### src/rtl/mrt_pkg.sv
package mrt_pkg;
  localparam int NPORT   = 5;
  localparam int P_LOCAL = 0;
  localparam int P_NORTH = 1;
  localparam int P_EAST  = 2;
  localparam int P_SOUTH = 3;
  localparam int P_WEST  = 4;
  typedef enum logic [1:0] {
    FK_BODY = 2'b00,
    FK_FIRST = 2'b01,
    FK_LAST = 2'b10,
    FK_SOLO = 2'b11
  } flit_kind_e;
endpackage

### src/rtl/flit_fifo.sv
module flit_fifo #(
  parameter int W     = 16,
  parameter int DEPTH = 4
) (
  input  logic         clk,
  input  logic         rst,
  input  logic         wr_en,
  input  logic [W-1:0] wr_data,
  input  logic         rd_en,
  output logic [W-1:0] rd_data,
  output logic         empty,
  output logic         full
);
  localparam int AW = (DEPTH > 1) ? $clog2(DEPTH) : 1;
  localparam int CW = $clog2(DEPTH + 1);

  logic [W-1:0]  mem [DEPTH];
  logic [AW-1:0] wptr, rptr;
  logic [CW-1:0] fill;

  assign empty   = (fill == '0);
  assign full    = (fill == CW'(DEPTH));
  assign rd_data = mem[rptr];

  always_ff @(posedge clk) begin
    if (wr_en) mem[wptr] <= wr_data;
  end

  always_ff @(posedge clk) begin
    if (rst) begin
      wptr <= '0;
      rptr <= '0;
      fill <= '0;
    end else begin
      if (wr_en) wptr <= (wptr == AW'(DEPTH - 1)) ? '0 : wptr + 1'b1;
      if (rd_en) rptr <= (rptr == AW'(DEPTH - 1)) ? '0 : rptr + 1'b1;
      fill <= fill + CW'(wr_en) - CW'(rd_en);
    end
  end

  a_r7_no_overflow: assert property (@(posedge clk) disable iff (rst) !(wr_en && full && !rd_en));
  a_r9_no_underflow: assert property (@(posedge clk) disable iff (rst) rd_en |-> !empty);
endmodule

### src/rtl/rr_arbiter.sv
module rr_arbiter #(
  parameter int N = 5
) (
  input  logic                 clk,
  input  logic                 rst,
  input  logic [N-1:0]         req,
  output logic [N-1:0]         grant,
  output logic [$clog2(N)-1:0] grant_idx
);
  localparam int PW = $clog2(N);

  logic [PW-1:0] last;

  always_comb begin
    grant     = '0;
    grant_idx = '0;
    for (int k = 1; k <= N; k++) begin
      if (grant == '0 && req[(int'(last) + k) % N]) begin
        grant[(int'(last) + k) % N] = 1'b1;
        grant_idx = PW'((int'(last) + k) % N);
      end
    end
  end

  always_ff @(posedge clk) begin
    if (rst) last <= PW'(N - 1);
    else if (|grant) last <= grant_idx;
  end

  a_r8_rotate: assert property (@(posedge clk) disable iff (rst)
    ((|grant) && (|(req & ~grant))) |=> (!$stable(req) || grant != $past(grant)));
  a_r8_grant_single: assert property (@(posedge clk) disable iff (rst) $onehot0(grant));
endmodule

### src/rtl/mesh_router.sv
module mesh_router
  import mrt_pkg::*;
#(
  parameter int X_POS      = 2,
  parameter int Y_POS      = 2,
  parameter int COORD_W    = 3,
  parameter int FLIT_W     = 16,
  parameter int FIFO_DEPTH = 4
) (
  input  logic                               clk,
  input  logic                               rst,
  input  logic [NPORT-1:0]                   in_valid,
  input  logic [NPORT-1:0][FLIT_W-1:0]       in_flit,
  output logic [NPORT-1:0]                   in_credit,
  output logic [NPORT-1:0]                   out_valid,
  output logic [NPORT-1:0][FLIT_W-1:0]       out_flit,
  input  logic [NPORT-1:0]                   out_credit
);
  localparam int CNT_W   = $clog2(FIFO_DEPTH + 1);
  localparam int IDX_W   = $clog2(NPORT);
  localparam int END_BIT = FLIT_W - 1;
  localparam int BEG_BIT = FLIT_W - 2;
  localparam int DX_LSB  = FLIT_W - 2 - COORD_W;
  localparam int DY_LSB  = DX_LSB - COORD_W;

  logic [FLIT_W-1:0] fr_data [NPORT];
  logic [NPORT-1:0]  fr_empty, fr_full, pop;
  logic [NPORT-1:0]  head_req [NPORT];
  logic [NPORT-1:0]  arb_req  [NPORT];
  logic [NPORT-1:0]  arb_gnt  [NPORT];
  logic [IDX_W-1:0]  arb_idx  [NPORT];
  logic [IDX_W-1:0]  src      [NPORT];
  logic [IDX_W-1:0]  lock_src [NPORT];
  logic [NPORT-1:0]  lock_v, send;
  logic [FLIT_W-1:0] sflit    [NPORT];
  logic [CNT_W-1:0]  cnt      [NPORT];

  function automatic logic [IDX_W-1:0] route_of(input logic [FLIT_W-1:0] f);
    logic [COORD_W-1:0] dx, dy;
    dx = f[DX_LSB +: COORD_W];
    dy = f[DY_LSB +: COORD_W];
    if (dx > COORD_W'(X_POS))      return IDX_W'(P_EAST);
    else if (dx < COORD_W'(X_POS)) return IDX_W'(P_WEST);
    else if (dy > COORD_W'(Y_POS)) return IDX_W'(P_NORTH);
    else if (dy < COORD_W'(Y_POS)) return IDX_W'(P_SOUTH);
    else                           return IDX_W'(P_LOCAL);
  endfunction

  for (genvar i = 0; i < NPORT; i++) begin : g_in
    flit_fifo #(.W(FLIT_W), .DEPTH(FIFO_DEPTH)) u_q (
      .clk(clk), .rst(rst),
      .wr_en(in_valid[i]), .wr_data(in_flit[i]),
      .rd_en(pop[i]), .rd_data(fr_data[i]),
      .empty(fr_empty[i]), .full(fr_full[i])
    );
  end

  always_comb begin
    for (int o = 0; o < NPORT; o++) head_req[o] = '0;
    for (int i = 0; i < NPORT; i++) begin
      if (!fr_empty[i] && fr_data[i][BEG_BIT])
        head_req[route_of(fr_data[i])][i] = 1'b1;
    end
  end

  for (genvar o = 0; o < NPORT; o++) begin : g_out
    assign arb_req[o] = (lock_v[o] || cnt[o] == '0) ? '0 : head_req[o];

    rr_arbiter #(.N(NPORT)) u_arb (
      .clk(clk), .rst(rst), .req(arb_req[o]),
      .grant(arb_gnt[o]), .grant_idx(arb_idx[o])
    );

    assign src[o]   = lock_v[o] ? lock_src[o] : arb_idx[o];
    assign send[o]  = lock_v[o] ? (!fr_empty[lock_src[o]] && cnt[o] != '0) : (|arb_gnt[o]);
    assign sflit[o] = fr_data[src[o]];

    always_ff @(posedge clk) begin
      if (rst) begin
        lock_v[o]   <= 1'b0;
        lock_src[o] <= '0;
        cnt[o]      <= CNT_W'(FIFO_DEPTH);
        out_valid[o] <= 1'b0;
        out_flit[o]  <= '0;
      end else begin
        if (send[o]) begin
          lock_v[o] <= !sflit[o][END_BIT];
          if (!lock_v[o]) lock_src[o] <= src[o];
        end
        cnt[o]       <= cnt[o] - CNT_W'(send[o]) + CNT_W'(out_credit[o]);
        out_valid[o] <= send[o];
        out_flit[o]  <= sflit[o];
      end
    end

    a_r5_lock_hold: assert property (@(posedge clk) disable iff (rst)
      (lock_v[o] && !send[o]) |=> (lock_v[o] && lock_src[o] == $past(lock_src[o])));
    a_r6_solo_free: assert property (@(posedge clk) disable iff (rst)
      (send[o] && !lock_v[o] && sflit[o][END_BIT]) |=> !lock_v[o]);
    a_r7_credit_gate: assert property (@(posedge clk) disable iff (rst) send[o] |-> cnt[o] != '0);
    a_r7_credit_cap: assert property (@(posedge clk) disable iff (rst) cnt[o] <= CNT_W'(FIFO_DEPTH));
  end

  always_comb begin
    pop = '0;
    for (int o = 0; o < NPORT; o++)
      if (send[o]) pop[src[o]] = 1'b1;
  end

  always_ff @(posedge clk) begin
    if (rst) in_credit <= '0;
    else     in_credit <= pop;
  end
endmodule

### config.mk
export PLATFORM = sky130hd
export DESIGN_NAME = mesh_router
export DESIGN_NICKNAME = d
export VERILOG_FILES = /design/src/rtl/mrt_pkg.sv /design/src/rtl/flit_fifo.sv /design/src/rtl/rr_arbiter.sv /design/src/rtl/mesh_router.sv
export SDC_FILE = /design/constraint.sdc
export NUM_CORES = 1
export LEC_CHECK = 0
export ABC_CLOCK_PERIOD_IN_PS = 8240
export BUFFER_PORTS_ARGS = -buffer_cell sky130_fd_sc_hd__buf_2
export CAP_MARGIN = 20
export CORE_MARGIN = 2
export CORE_UTILIZATION = 40
export CTS_CLUSTER_DIAMETER = 40
export DETAILED_ROUTE_END_ITERATION = 8
export HOLD_SLACK_MARGIN = 0.08
export PLACE_DENSITY = 0.62
export SYNTH_ARGS = -nofsm -noshare
export SYNTH_HDL_FRONTEND = slang
export SYNTH_SLANG_ARGS = --single-unit
### constraint.sdc
create_clock -name clk -period 8.24 [get_ports clk]
set_clock_uncertainty 0.1 [all_clocks]
set_input_delay 1.236 -clock clk [delete_from_list [all_inputs] [get_ports clk]]
set_output_delay 1.236 -clock clk [all_outputs]
set_load 0.05 [all_outputs]
==> qor.csv <==
stage,metric,value,unit
place,IO Port Bufs,181,
drt,drt initial violations,2935,
drt,vias,28900,
drt,drt first pass iters,5,
drt,DR vias/cell,5.97,
cells_and_area,area delta synth->final,14.4,%
job,Max Cap Viol,0,
floorplan,Core Region,85500,um2
sta,endpoints failing hold,0,
synth,Syn Area/Cell,10.0,um2
cts,Clock Sinks,505,
synth,Gate Count Post-Synth,3458,
grt,global-route wire length before repair,164,mm
cts,clock-pin slew on the worst setup and hold paths,50,ps
drt,met3 WL post-DR,8.26,mm
setup_path,startpoint class of the critical path,register,
setup_path,Worst Setup Path Type,register to register,
floorplan,I/O pins,182,
cts,TritonCTS buffer count,73,
floorplan,Rows,107,
grt,grt ovf,0,
sta,Least-Margin Pin Slew,1140,ps
synth,"FFs w/ async S/R, synth",0,
cts,CTS tree,built,
setup_path,critical path required time,8600,ps
cts,Root Buffer,clkbuf_16,
sta,"Slew Viols, Final",0,
synth,Mapped Area,34700,um2
floorplan,die area,89100,um2
floorplan,Die Wd,298,um
status,status,"complete, no violations",
cells_and_area,layout cells sized above 1,0.169,
grt,Total GRT Usage,0.235,
place,Post-DP HPWL,80.3,mm
cts,Clock Latency Late Sink,630,ps
synth,Mapped Nets,3758,
floorplan,Chip Height,298,um
setup_path,crit path max fanout,12,
setup_path,"most used cell, CP",ha_1,
floorplan,Initial Utilization,0.405,
sta,Tmin final,7640,ps
min_path,min-delay worst type,register to register,
synth,post-synth cell types,127,
drt,M1 wire length,47.1,mm
sta,RSZ-0062 raised after global routing,no,
grt,antenna violations before repair,11,
setup_path,largest stage delay on the critical path,530,ps
setup_path,Worst Path Arrival,8000,ps
drt,DRC,0,
cells_and_area,Layout Nets,3936,
drt,Final ANT Viol Nets,0,
drt,Top Metal Used,met5,
setup_path,crit path buf inv count,3,
sta,Highest Clock Rate,131,MHz
cells_and_area,highest-count cells in the layout ignoring fill and taps,"edfxtp_1, nor2_1, nand2_1, a21oi_1",
setup_path,slowest CP cell,or4_1,
synth,"EDFF count, synth",335,
cts,H-tree lvl count,3,
cells_and_area,"leading cell type in the layout, fill and taps excluded",edfxtp_1,
drt,DR WL met2,50.1,mm
cells_and_area,Fill cells,7918,
sta,fin crit share,0.927,
drt,total wire length,109,mm
synth,Yosys reg bits,505,
synth,Yosys warnings,0,
setup_path,Crit path max-delay family,compound AO/OA/AOI/OAI gates,
sta,Max-slew headroom,0.238,
place,RePlAce Congestion,0.951,
grt,largest net degree at the start of global routing,52,
synth,sequential area share after synthesis,0.388,
grt,vias in the first global route,27200,
setup_path,critical path capture point type,register,
sta,# setup viols final,0,
sta,setup tns final,0,ps
synth,top_reg_cell synth,edfxtp_1,
cts,Clock Path Buffers,3,
drt,wire per inst,22.4,um
==> per-stage QoR <==
step,setup slack [ps],area [um2],utilization,instances,hold WS (ps)
CTS,372,39600,0.463,4841,398
global placement,644,37000,0.433,4705,388
floorplan,473,34700,-,3458,358
detailed placement,368,37000,0.433,4705,391
global route,137,39600,0.463,4843,419
finish,605,39700,0.464,4847,401
==> path summary, 6_finish.rpt <==
check / start / end / slack, ps / cells after the start
worst max register to register: g_out[3].u_arb.last[0]$_SDFFE_PP0N_ / g_in[2].u_q.fill[2]$_SDFF_PP0_ / 600 / 28
worst min register to register: g_in[0].u_q.rptr[1]$_SDFFE_PP0N_ / register / 400 / 2
worst max-delay path: g_out[3].u_arb.last[0]$_SDFFE_PP0N_ / g_in[2].u_q.fill[2]$_SDFF_PP0_ / 600 / 28
worst min-delay path: g_in[0].u_q.rptr[1]$_SDFFE_PP0N_ / register / 400 / 2
==> layer usage <==
metal | track usage | vias up
met4 | 0.0705 | 10
met3 | 0.0384 | 216
met5 | 0 | -
met2 | 0.381 | 1263
li1 | - | 13500
met1 | 0.324 | 14000
==> state kept, by name, indices dropped and copies added, names as in the netlist, named ones only <==
register          count
cnt                  15
g_in.u_q.fill        15
g_in.u_q.mem        320
g_in.u_q.rptr        10
g_in.u_q.wptr        10
g_out.u_arb.last     15
in_credit             5
lock_src             15
lock_v                5
out_flit             80
out_valid             5
==> cell type report <==
cell class / instances / area, um2 / area share
repair buffers: 282 / 1670 / 0.0420
flip-flops and latches: 505 / 13500 / 0.340
multi-input cells: 2572 / 19700 / 0.497
clock buffers: 93 / 2000 / 0.0505
inverters: 202 / 758 / 0.0191
clock inverters: 43 / 588 / 0.0148
well taps: 1144 / 1430 / 0.0361
diodes: 6 / 15.0 / 0.000379
==> tightest hold or removal path: stages (launching register included) <==
cell and delay (ps):
dfxtp_1 310, nand2_1 50, mux2i_1 90
==> cells by family (layout without fill, tap and decap cells) <==
family                     count (synthesis)  after routing  share of synthesized area
DFF                                      505            505                      0.388
AOI/OAI and AO/OA                        873            873                      0.179
other                                      0              6                          0
xor gates and xnor gates                  67             67                     0.0171
and+or+nand+nor                         1095           1095                      0.166
muxes                                    329            329                      0.129
buffers and inverters                    381            620                     0.0440
adders and majority gates                208            208                     0.0772
==> cells in the mapped netlist, drive strengths merged, types with 21 or more instances <==
master	n	share of area
a211o	21	0.0053
a211oi	43	0.0097
a21o	26	0.0059
a21oi	203	0.029
a22oi	38	0.0088
a31oi	31	0.0058
a32o	21	0.0061
and2	55	0.0099
and3	33	0.0061
buf	67	0.010
clkbuf	112	0.012
dfxtp	170	0.098
edfxtp	335	0.29
ha	198	0.071
inv	197	0.021
mux2	41	0.013
mux2i	199	0.057
mux4	89	0.058
nand2	237	0.026
nand2b	45	0.0081
nand3	89	0.013
nand4	31	0.0056
nor2	279	0.030
nor2b	49	0.0088
nor3	77	0.012
nor4	32	0.0067
o211ai	48	0.010
o21a	21	0.0045
o21ai	130	0.019
o22ai	39	0.0070
o31ai	31	0.0070
or2	27	0.0049
or3	34	0.0061
xnor2	50	0.013
==> timing repair <==
| action | 4_1_cts | 5_1_grt |
|---|---|---|
| gates resized for setup | 0 | 5 |
| endpoints found under the hold margin | 0 | 0 |
| endpoints found under the setup margin | 0 | 8 |
| setup buffers | 0 | 0 |
| hold buffers | 0 | 0 |
Power is left out: the tool's default activity adds up to more than one toggle a clock period on the data nets, which glitch-free logic cannot reach.
